[src/rtl/omega_pkg.sv]
// Shared helpers for the Omega switch fabric.
// Assumes line indices fit in lg bits with lg >= 1.
package omega_pkg;

    // Position a line moves to under a perfect shuffle: rotate left by one bit.
    function automatic int shuffle_pos(input int idx, input int lg);
        return ((idx << 1) | (idx >> (lg - 1))) & ((1 << lg) - 1);
    endfunction

endpackage

[src/rtl/omega_switch.sv]
// Two-by-two routing cell. It steers each packet to the upper output (bit 0)
// or the lower output (bit 1) according to bit SEL of the packet's destination.
// On a collision the upper input wins; the lower packet is reported as dropped.
// Assumes SEL < LG.
module omega_switch #(
    parameter int LG  = 3,
    parameter int W   = 8,
    parameter int SEL = 0
) (
    input  logic          up_v,
    input  logic [LG-1:0] up_dst,
    input  logic [LG-1:0] up_src,
    input  logic [W-1:0]  up_dat,
    input  logic          lo_v,
    input  logic [LG-1:0] lo_dst,
    input  logic [LG-1:0] lo_src,
    input  logic [W-1:0]  lo_dat,
    output logic          o0_v,
    output logic [LG-1:0] o0_dst,
    output logic [LG-1:0] o0_src,
    output logic [W-1:0]  o0_dat,
    output logic          o1_v,
    output logic [LG-1:0] o1_dst,
    output logic [LG-1:0] o1_src,
    output logic [W-1:0]  o1_dat,
    output logic          drop,
    output logic [LG-1:0] drop_src
);

    // Upper output: the upper input has priority over the lower input.
    always_comb begin
        o0_v = 1'b0; o0_dst = '0; o0_src = '0; o0_dat = '0;
        if (up_v && !up_dst[SEL]) begin
            o0_v = 1'b1; o0_dst = up_dst; o0_src = up_src; o0_dat = up_dat;
        end else if (lo_v && !lo_dst[SEL]) begin
            o0_v = 1'b1; o0_dst = lo_dst; o0_src = lo_src; o0_dat = lo_dat;
        end
    end

    // Lower output: the upper input has priority over the lower input.
    always_comb begin
        o1_v = 1'b0; o1_dst = '0; o1_src = '0; o1_dat = '0;
        if (up_v && up_dst[SEL]) begin
            o1_v = 1'b1; o1_dst = up_dst; o1_src = up_src; o1_dat = up_dat;
        end else if (lo_v && lo_dst[SEL]) begin
            o1_v = 1'b1; o1_dst = lo_dst; o1_src = lo_src; o1_dat = lo_dat;
        end
    end

    // Collision: both inputs valid and asking for the same side.
    assign drop     = up_v && lo_v && (up_dst[SEL] == lo_dst[SEL]);
    assign drop_src = lo_src;

endmodule

[src/rtl/omega_stage.sv]
// One column of the fabric: a perfect shuffle of the N lines followed by N/2
// routing cells that select on destination bit LG-1-STAGE.
// Assumes N is a power of two and N >= 2.
module omega_stage #(
    parameter int N     = 8,
    parameter int W     = 8,
    parameter int STAGE = 0,
    localparam int LG   = $clog2(N),
    localparam int HALF = N / 2
) (
    input  logic [N-1:0]            in_v,
    input  logic [N-1:0][LG-1:0]    in_dst,
    input  logic [N-1:0][LG-1:0]    in_src,
    input  logic [N-1:0][W-1:0]     in_dat,
    output logic [N-1:0]            out_v,
    output logic [N-1:0][LG-1:0]    out_dst,
    output logic [N-1:0][LG-1:0]    out_src,
    output logic [N-1:0][W-1:0]     out_dat,
    output logic [HALF-1:0]         drop_v,
    output logic [HALF-1:0][LG-1:0] drop_src
);

    logic [N-1:0]         sh_v;
    logic [N-1:0][LG-1:0] sh_dst;
    logic [N-1:0][LG-1:0] sh_src;
    logic [N-1:0][W-1:0]  sh_dat;

    // Shuffle links: line i lands on its left-rotated position.
    for (genvar i = 0; i < N; i++) begin : g_shuf
        localparam int P = omega_pkg::shuffle_pos(i, LG);
        assign sh_v[P]   = in_v[i];
        assign sh_dst[P] = in_dst[i];
        assign sh_src[P] = in_src[i];
        assign sh_dat[P] = in_dat[i];
    end

    // Routing cells: cell m serves lines 2m (upper) and 2m+1 (lower).
    for (genvar m = 0; m < HALF; m++) begin : g_cell
        omega_switch #(.LG(LG), .W(W), .SEL(LG - 1 - STAGE)) u_sw (
            .up_v    (sh_v[2*m]),     .up_dst (sh_dst[2*m]),
            .up_src  (sh_src[2*m]),   .up_dat (sh_dat[2*m]),
            .lo_v    (sh_v[2*m+1]),   .lo_dst (sh_dst[2*m+1]),
            .lo_src  (sh_src[2*m+1]), .lo_dat (sh_dat[2*m+1]),
            .o0_v    (out_v[2*m]),    .o0_dst (out_dst[2*m]),
            .o0_src  (out_src[2*m]),  .o0_dat (out_dat[2*m]),
            .o1_v    (out_v[2*m+1]),  .o1_dst (out_dst[2*m+1]),
            .o1_src  (out_src[2*m+1]),.o1_dat (out_dat[2*m+1]),
            .drop    (drop_v[m]),     .drop_src(drop_src[m])
        );
    end

endmodule

[src/rtl/omega_net.sv]
// N-port self-routing Omega fabric built from log2(N) shuffle-plus-cell columns.
// Every packet is tagged with its source index. Packets lost in a collision raise
// blocked[source]. The fabric is combinational, with an optional output register
// (REG_OUT). Assumes N is a power of two, N >= 2, and synchronous active-low reset.
module omega_net #(
    parameter int N       = 8,
    parameter int W       = 8,
    parameter bit REG_OUT = 1'b1,
    localparam int LG     = $clog2(N),
    localparam int HALF   = N / 2
) (
    input  logic                 clk,
    input  logic                 rst_n,
    input  logic [N-1:0]         in_valid,
    input  logic [N-1:0][LG-1:0] in_dest,
    input  logic [N-1:0][W-1:0]  in_data,
    output logic [N-1:0]         out_valid,
    output logic [N-1:0][LG-1:0] out_src,
    output logic [N-1:0][W-1:0]  out_data,
    output logic [N-1:0]         blocked
);

    logic [LG:0][N-1:0]            lv;
    logic [LG:0][N-1:0][LG-1:0]    ld;
    logic [LG:0][N-1:0][LG-1:0]    ls;
    logic [LG:0][N-1:0][W-1:0]     lp;
    logic [LG-1:0][HALF-1:0]         dv;
    logic [LG-1:0][HALF-1:0][LG-1:0] ds;
    logic [N-1:0]                  blk_c;
    logic                          unused_tail;

    // Column 0 input: tag each packet with its source index.
    assign lv[0] = in_valid;
    assign ld[0] = in_dest;
    assign lp[0] = in_data;
    for (genvar i = 0; i < N; i++) begin : g_tag
        assign ls[0][i] = LG'(i);
    end

    // Chain of columns.
    for (genvar k = 0; k < LG; k++) begin : g_col
        omega_stage #(.N(N), .W(W), .STAGE(k)) u_stage (
            .in_v    (lv[k]),   .in_dst  (ld[k]),
            .in_src  (ls[k]),   .in_dat  (lp[k]),
            .out_v   (lv[k+1]), .out_dst (ld[k+1]),
            .out_src (ls[k+1]), .out_dat (lp[k+1]),
            .drop_v  (dv[k]),   .drop_src(ds[k])
        );
    end

    // The final line index equals the destination, so the carried address is spent.
    assign unused_tail = ^ld[LG];

    // Gather drop reports from every cell into per-source flags.
    always_comb begin
        blk_c = '0;
        for (int i = 0; i < N; i++)
            for (int k = 0; k < LG; k++)
                for (int m = 0; m < HALF; m++)
                    if (dv[k][m] && ds[k][m] == LG'(i)) blk_c[i] = 1'b1;
    end

    if (REG_OUT) begin : g_reg
        // Output register: capture the fabric result each cycle.
        always_ff @(posedge clk) begin
            if (!rst_n) begin
                out_valid <= '0;
                out_src   <= '0;
                out_data  <= '0;
                blocked   <= '0;
            end else begin
                out_valid <= lv[LG];
                out_src   <= ls[LG];
                out_data  <= lp[LG];
                blocked   <= blk_c;
            end
        end
    end else begin : g_comb
        assign out_valid = lv[LG];
        assign out_src   = ls[LG];
        assign out_data  = lp[LG];
        assign blocked   = blk_c;
    end

endmodule

[config.mk]
export PLATFORM = sky130hd
export DESIGN_NAME = omega_net
export DESIGN_NICKNAME = d
export VERILOG_FILES = /design/src/rtl/omega_pkg.sv /design/src/rtl/omega_switch.sv /design/src/rtl/omega_stage.sv /design/src/rtl/omega_net.sv
export SDC_FILE = /design/constraint.sdc
export NUM_CORES = 1
export LEC_CHECK = 0
export BUFFER_PORTS_ARGS = -buffer_cell sky130_fd_sc_hd__clkbuf_2
export CAP_MARGIN = 10
export CORE_MARGIN = 5
export CORE_UTILIZATION = 38
export DETAILED_ROUTE_END_ITERATION = 10
export PLACE_DENSITY = 0.6
export SKIP_LAST_GASP = 1
export SLEW_MARGIN = 5
export SYNTH_ARGS = -nofsm -noshare
export SYNTH_HDL_FRONTEND = slang
export SYNTH_SLANG_ARGS = --single-unit
export TNS_END_PERCENT = 1
[constraint.sdc]
create_clock -name clk -period 3.93 [get_ports clk]
set_clock_uncertainty 0.2 [all_clocks]
set_input_delay 0.1965 -clock clk [delete_from_list [all_inputs] [get_ports clk]]
set_output_delay 0.1965 -clock clk [all_outputs]
set_load 0.02 [all_outputs]
==> results_dict.tcl, run 1 <==
set metrics [dict create \
    synth.avg_cell_area_sq_um 8.42 \
    ys_ff_latch 104 \
    cp.arrival_ns 3.25 \
    synth_compound_area_frac 0.359 \
    die_y_microns 134 \
    ff_latch_area_sq_mm 0.00208 \
    relSlewSlack 0.410 \
    ys.flop_type "dfxtp_1" \
    antenna_found_initial 0 \
    die_area_sq_mm 0.0180 \
    switching_share 0.319 \
    seq_area_frac_synth 0.356 \
    initial_utilization 0.386 \
    end_kind "register" \
    synth_nets 792 \
    whs_path_depth 2 \
    pwr-share-comb 0.247 \
    setup_ws_ns 0.728 \
    maxCapViolations 0 \
    track_usage 0.251 \
    outcome "complete, no violations" \
    crit_fanout 12 \
    netlist_instances 694 \
    clockBufferDepth 2 \
    gp_congestion 1.00 \
    ys_warn_count 0 \
    cts.sinks 104 \
    die_x_microns 134 \
    met3WireLength_microns 2190 \
    required_ns 3.98 \
    synth.area.mux_share 0.0304 \
    final_layout_size_suffix_gt1_frac 0.304 \
    top_layer "met4" \
    syn_to_final_growth_pct 26.0 \
    route.met2.wl_microns 10300 \
    fillers 1472 \
    drt_iter0_markers 676 \
    coreArea_sq_mm 0.0151 \
    postRouteAntennaNets 0 \
    tightest_slew_ns 0.877 \
    num_rows 45 \
    period_needed_ns 3.20 \
    rsz0062_at_grt "no" \
    finalSetupViolations 0 \
    p_switching_uw 857 \
    synth_edf_count 0 \
    netlist_area_sq_mm 0.00585 \
    grt_max_degree 32 \
    whs_ns 0.0552 \
    place.detailed.hpwl_microns 18600 \
    grt_overflow 0 \
    drv_slew 0 \
    critPathBufInv 2 \
    first_pass_iters 5 \
    fmaxAchievable_mhz 312 \
    nNetsFinal 978 \
    cts.clk_slew.worst_paths_ns 0.07 \
    power_frac_seq 0.413 \
    cpMostUsedCell "nand2b_1" \
    num_vias 6406 \
    p_leak_nw 2.99 \
    cp_slowest_cell "nand2b_1" \
    final_common_cell "clkbuf_2" \
    numCtsBuffers 9 \
    startpoint_type "input port" \
    dp_worst_setup_slack_ns 0.744 \
    synthSimpleGateAreaFrac 0.199 \
    fin_crit_sh 0.815 \
    cp_top_family "compound AO/OA/AOI/OAI gates" \
    routed_wl_microns 23300 \
    multi_input_area_sq_mm 0.00350 \
    io_pins 202 \
    cts_max_level 3 \
    cp_cell_sequence "dlygate4sd3_1 -> clkbuf_2 -> nand2b_1 -> a31oi_1 -> nand2b_1 -> o22a_1 -> xor2_2 -> o31ai_1 -> o41a_1" \
    cpPeakStageDelay_ns 0.54 \
    worstHoldStart "in_dest[20]" \
    synth_top_family_by_area "compound AO/OA/AOI/OAI gates" \
    wl_per_cell_microns 21.7 \
    synth_cell_types 73 \
    crit_type "input port to register" \
    finalHoldViolCount 0 \
    async_reset_ff_frac 0 \
    hold_end "blocked[6]" \
    drc 0 \
    peakVddDrop_uv 219 \
    drt-met1-wl_microns 10100 \
    power_density_mw_per_mm2 364 \
    final_util 0.486 \
    port_buffers 201 \
    antenna_cells 0 \
    grt_pass1_wl_microns 35300 \
    setup_tns_ns 0 \
    synth-xor-area-share 0.0103 \
    layout_common_cells "clkbuf_2 (201), dfxtp_1 (104), a22oi_1 (73)" \
    intPower_mw 1.83 \
    power_frac_clock 0.340 \
    hold_path.class "input port to register" \
    grt_pass1_vias 6169 \
    routed_via_density 5.97 \
    cts_tree "built" \
    cts-root-buf "clkbuf_16" \
    synth-adder-area-share 0 \
]
==> Yosys cell counts, drive strengths merged (10+ instances only) <==
cell type / number / area (sq um)
nand3: 15 / 75.1
nor3: 11 / 55.1
clkbuf: 32 / 121
o22a: 36 / 324
buf: 18 / 96.3
o22ai: 58 / 369
nor2b: 10 / 62.6
o21ai: 13 / 68.8
a21oi: 26 / 130
a211oi: 16 / 120
nand2b: 24 / 150
dfxtp: 104 / 2080
inv: 12 / 45.0
or2: 14 / 87.6
and2: 12 / 75.1
mux2i: 14 / 178
a22oi: 74 / 561
nor2: 68 / 260
a31oi: 10 / 81.3
nand2: 39 / 151
==> worst max path at each step <==
stage | end | slack [ns] | start | cells after the start
2_1_floorplan | blocked[3] | 1.62 | in_dest[2] | 9
3_3_place_gp | blocked[3] | 0.84 | in_dest[2] | 8
3_5_place_dp | blocked[3] | 0.74 | in_dest[2] | 8
4_1_cts | blocked[5] | 0.82 | in_valid[2] | 9
5_1_grt | blocked[5] | 0.60 | in_valid[2] | 9
6_report | blocked[5] | 0.73 | in_valid[2] | 9
==> metal layers <==
layer,vias up,global-route usage
met5,-,0
met4,0,0.0933
met3,50,0.0653
met2,363,0.391
met1,2958,0.338
li1,3035,-
==> flip-flops by register name, indices dropped and copies added, names as in the netlist <==
name / count
out_data: 64
out_valid: 8
blocked: 8
out_src: 24
==> through the flow <==
step	power (mW)	instances	cell area (sq um)
floorplan	1.54	694	5850
global placement	1.78	1052	7010
detailed placement	1.78	1052	7010
CTS	2.69	1073	7360
global route	2.80	1073	7360
finish	2.68	1073	7360
==> power by group through the flow <==
stage,combinational [mW],sequential (mW),clock (mW)
global route,0.710,1.11,0.974
CTS,0.650,1.11,0.932
global placement,0.645,1.13,0
floorplan,0.354,1.18,0
detailed placement,0.643,1.13,0
finish,0.662,1.11,0.913
==> kinds of logic (layout without fill, tap and decap cells) <==
group,after synthesis,count (layout)
compound gates,282,282
simple gates,225,225
flops,104,104
buf+inv,62,253
mux,14,14
xor+xnor,6,6
other cells,1,1
==> repair_timing <==
| action | in CTS | in global routing |
|---|---|---|
| hold buffers | 5 | 0 |
| gates resized for setup | 0 | 0 |
| hold endpoints to repair | 3 | 0 |
| buffers inserted | 0 | 0 |
==> layout make-up <==
type,count,share of cell area
Multi-Input combinational cell,528,0.476
Sequential cell,104,0.283
Timing Repair Buffer,225,0.163
Tap cell,188,0.0319
Clock buffer,10,0.0311
Clock inverter,6,0.00985
Inverter,12,0.00612
Power figures use the tool's default switching activity.
==> run 2: changes to the inputs <==
Clock period 3.93 ns to 3.15 ns, I/O delays scaled along.
==> results_dict.tcl, run 2 (same netlist as run 1, synthesis figures left out) <==
set metrics [dict create \
    die_area_sq_mm 0.0180 \
    cp_slowest_cell "o31ai_1" \
    period_needed_ns 2.82 \
    gp_congestion 0.952 \
    relSlewSlack 0.440 \
    intPower_mw 2.22 \
    cts_tree "built" \
    outcome "complete, no violations" \
    switching_share 0.336 \
    power_frac_seq 0.413 \
    finalSetupViolations 0 \
    whs_path_depth 2 \
    grt_pass1_wl_microns 35900 \
    crit_fanout 9 \
    antenna_cells 0 \
    end_kind "register" \
    whs_ns 0.0170 \
    die_x_microns 134 \
    num_rows 45 \
    drc 0 \
    numCtsBuffers 9 \
    cp_cell_sequence "dlygate4sd3_1 -> clkbuf_2 -> nor2b_1 -> o31ai_1 -> o22ai_1 -> or3b_1 -> o22ai_1" \
    clockBufferDepth 2 \
    startpoint_type "input port" \
    postRouteAntennaNets 0 \
    drv_slew 0 \
    cts.sinks 104 \
    power_density_mw_per_mm2 449 \
    hold_path.class "input port to register" \
    grt_pass1_vias 6240 \
    crit_type "input port to register" \
    cts-root-buf "clkbuf_16" \
    hold_end "blocked[6]" \
    die_y_microns 134 \
    final_layout_size_suffix_gt1_frac 0.314 \
    p_leak_nw 3.04 \
    track_usage 0.254 \
    cpMostUsedCell "o22ai_1" \
    port_buffers 201 \
    syn_to_final_growth_pct 27.4 \
    cts_max_level 3 \
    p_switching_mw 1.12 \
    drt_iter0_markers 645 \
    required_ns 3.23 \
    place.detailed.hpwl_microns 18800 \
    cts_hold_buf 5 \
    cts_resized 0 \
    grt_overflow 0 \
    rsz0062_at_grt "no" \
    fin_crit_sh 0.895 \
    post_cts_buffers 0 \
    first_pass_iters 5 \
    wl_per_cell_microns 21.8 \
    num_vias 6480 \
    cts.clk_slew.worst_paths_ns 0.07 \
    worstHoldStart "in_dest[20]" \
    pwr-share-comb 0.253 \
    layout_common_cells "clkbuf_2 (201), dfxtp_1 (104), a22oi_1 (73)" \
    largest-register "out_data" \
    power_frac_clock 0.334 \
    peakVddDrop_uv 273 \
    maxCapViolations 0 \
    routed_via_density 5.97 \
    cp.arrival_ns 2.90 \
    io_pins 202 \
    fmaxAchievable_mhz 355 \
    largest_register_ffs 64 \
    largest_registers "out_data (64), out_src (24)" \
    initial_utilization 0.386 \
    antenna_found_initial 0 \
    setup_tns_ns 0 \
    final_common_cell "clkbuf_2" \
    routed_wl_microns 23600 \
    tightest_slew_ns 0.833 \
    finalHoldViolCount 0 \
    cpPeakStageDelay_ns 0.72 \
    coreArea_sq_mm 0.0151 \
    grt_max_degree 38 \
    nNetsFinal 990 \
]
[run 2: layout make-up]
cell class	instances	area, sq um
clock buffers	9	225
clock inverters	7	70.1
multi-input cells	528	3500
flip-flops and latches	104	2080
fillers	1485	7700
well taps	188	235
inverters	12	45.0
repair buffers	237	1290
[run 2: worst max path at each step]
| stage | from | end | cells after the start |
|---|---|---|---|
| CTS | in_valid[2] | out_src[2] | 7 |
| global route | in_valid[2] | out_src[2] | 7 |
| finish | in_valid[2] | out_src[2] | 7 |
| detailed placement | in_dest[5] | out_data[50] | 8 |
| floorplan | in_dest[2] | blocked[3] | 9 |
| global placement | in_valid[2] | out_data[0] | 6 |
[run 2: power groups by stage]
stage	Combinational, mW	Sequential, mW	Clock (mW)
floorplan	0.442	1.48	0
global placement	0.826	1.41	0
detailed placement	0.822	1.41	0
CTS	0.830	1.38	1.14
global route	0.902	1.39	1.19
finish	0.848	1.38	1.12
[run 2: metrics by stage]
step / cells / setup WS [ns] / instance area [sq um] / total power [mW] / utilization
after floorplan: 694 / 0.881 / 5850 / 1.92 / -
after global placement: 1064 / 0.570 / 7100 / 2.24 / 0.469
after detailed placement: 1064 / 0.514 / 7100 / 2.23 / 0.469
after CTS: 1085 / 0.439 / 7450 / 3.35 / 0.492
after global routing: 1085 / 0.263 / 7450 / 3.48 / 0.492
final: 1085 / 0.330 / 7450 / 3.35 / 0.492
[run 2: worst max-delay path, delay by kind of cell]
| kind | cells | cell delay [ns] |
|---|---|---|
| buf+inv | 2 | 0.69 |
| simple gates | 2 | 0.77 |
| compound gates | 3 | 1.29 |
[run 2: per-layer routing]
layer  track usage  part of all wire
met5             0                 0
met4        0.0877             0.024
met3        0.0495             0.083
met2         0.390              0.44
met1         0.358              0.45
==> run 3: changes to the inputs <==
Settings changed: CORE_ASPECT_RATIO set to 0.5, CTS_CLUSTER_DIAMETER set to 60, GPL_TIMING_DRIVEN set to 0.
==> results_dict.tcl, run 3 (same netlist as run 1, synthesis figures left out) <==
set metrics [dict create \
    setup.worst_path.start "in_valid[4]" \
    outcome "finished with violations" \
    drt_iter0_markers 776 \
    cts_tree "built" \
    intPower_mw 2.30 \
    final_common_cell "clkbuf_2" \
    startpoint_type "input port" \
    end_kind "register" \
    cts_max_level 3 \
    crit_type "input port to register" \
    cpMostUsedCell "dlygate4sd3_1" \
    setup_tns_ns -0.0457 \
    first_pass_iters 5 \
    grt_pass1_vias 6457 \
    num_rows 32 \
    worstHoldStart "rst_n" \
    io_pins 202 \
    num_vias 6727 \
    power_frac_clock 0.347 \
    relSlewSlack 0.310 \
    largest_register_ffs 64 \
    post_cts_buffers 0 \
    power_density_mw_per_mm2 463 \
    port_buffers 198 \
    hold_path.class "input port to register" \
    die_x_microns 185 \
    routed_via_density 6.02 \
    wl_per_cell_microns 23.7 \
    cp_slowest_cell "a31oi_1" \
    final_layout_size_suffix_gt1_frac 0.293 \
    postRouteAntennaNets 0 \
    clockBufferDepth 2 \
    violations "setup timing" \
    cts.clk_slew.worst_paths_ns 0.08 \
    fillers 1548 \
    finalSetupViolations 1 \
    grt_max_degree 19 \
    peakVddDrop_uv 272 \
    grt_pass1_wl_microns 38800 \
    initial_utilization 0.383 \
    largest-register "out_data" \
    fmaxAchievable_mhz 313 \
    final_area_sq_mm 0.00747 \
    cpPeakStageDelay_ns 0.56 \
    layoutNonFillerInstCount 1118 \
    nNetsFinal 1007 \
    cp_top_family "buffers and inverters" \
    gp_congestion 1.00 \
    place.detailed.hpwl_microns 21200 \
    switching_share 0.335 \
    routed_wl_microns 26500 \
    numCtsBuffers 9 \
    cts-root-buf "clkbuf_16" \
    placed_cell_area_sq_mm 0.00709 \
    crit_fanout 10 \
    layout_common_cells "clkbuf_2 (199), dfxtp_1 (104), a22oi_1 (73)" \
    setup_ws_ns -0.0457 \
    cts.sinks 104 \
    p_leak_nw 3.02 \
    cp_cell_sequence "dlygate4sd3_1 -> clkbuf_2 -> nor2b_1 -> a31oi_1 -> clkbuf_1 -> xor2_1 -> o21ai_0 -> o2111a_1 -> dlygate4sd3_1" \
    cp.arrival_ns 3.24 \
    antenna_found_initial 0 \
    power_frac_seq 0.399 \
    die_y_microns 97.7 \
    antenna_cells 0 \
    place_inst 1096 \
    coreArea_sq_mm 0.0153 \
    drv_slew 0 \
    track_usage 0.279 \
    syn_to_final_growth_pct 27.8 \
    fin_crit_sh 1.01 \
    p_switching_mw 1.16 \
    grt_overflow 0 \
    die_area_sq_mm 0.0181 \
    required_ns 3.19 \
    finalHoldViolCount 0 \
    drc 0 \
    critPathBufInv 4 \
    rsz0062_at_grt "yes" \
    period_needed_ns 3.20 \
    largest_registers "out_data (64), out_src (24)" \
    tightest_slew_ns 1.03 \
    pwr-share-comb 0.254 \
    maxCapViolations 0 \
    dp_worst_setup_slack_ns 0.239 \
]
-- run 3: changes by cell type in the layout (fill, tap and decap cells not counted), sizes merged --
| cell | previous run | this run |
|---|---|---|
| buf | 31 | 18 |
| inv | 16 | 14 |
| bufinv | 0 | 1 |
| clkbuf | 210 | 240 |
| dlygate4sd3 | 5 | 6 |
-- run 3: worst paths after layout --
| kind | endpoint | slack (ns) | cells past startpoint |
|---|---|---|---|
| max | blocked[6] | -0.05 | 9 |
| min | out_src[21] | 0.07 | 3 |
-- run 3: routing by layer --
layer,part of all wire,up-vias,global-route usage
li1,-,3088,-
met1,0.47,3268,0.421
met2,0.41,344,0.401
met3,0.11,27,0.0793
met4,0.011,0,0.0417
met5,0,-,0
-- run 3: power groups by stage --
| stage | Combinational (mW) | Clock, mW | Sequential [mW] |
|---|---|---|---|
| after floorplan | 0.442 | 0 | 1.48 |
| after global placement | 0.842 | 0 | 1.41 |
| after detailed placement | 0.841 | 0 | 1.41 |
| after CTS | 0.850 | 1.23 | 1.38 |
| after global routing | 0.929 | 1.28 | 1.38 |
| final | 0.880 | 1.20 | 1.38 |
-- run 3: layout make-up --
class,instances,area [sq um],share of cell area
clock inverters,6,75.1,0.0100
inverters,12,45.0,0.00603
multi-input cells,528,3510,0.469
plain buffers,50,218,0.0291
repair buffers,204,1050,0.141
clock buffers,10,239,0.0320
flip-flops and latches,104,2080,0.279
well taps,204,255,0.0342
-- run 3: timing repair --
item | 4_1_cts | 5_1_grt
resized for setup | 0 | 1
hold buffers | 6 | 0
hold endpoints to repair | 3 | 0
setup endpoints to repair | 0 | 19
-- run 3: through the flow --
| stage | hold slack, ns | total power [mW] | util |
|---|---|---|---|
| after floorplan | 0.0834 | 1.92 | - |
| after global placement | 0.207 | 2.25 | 0.465 |
| after detailed placement | 0.211 | 2.25 | 0.465 |
| after CTS | 0.0281 | 3.46 | 0.490 |
| after global routing | 0.0975 | 3.59 | 0.490 |
| final | 0.0711 | 3.46 | 0.490 |
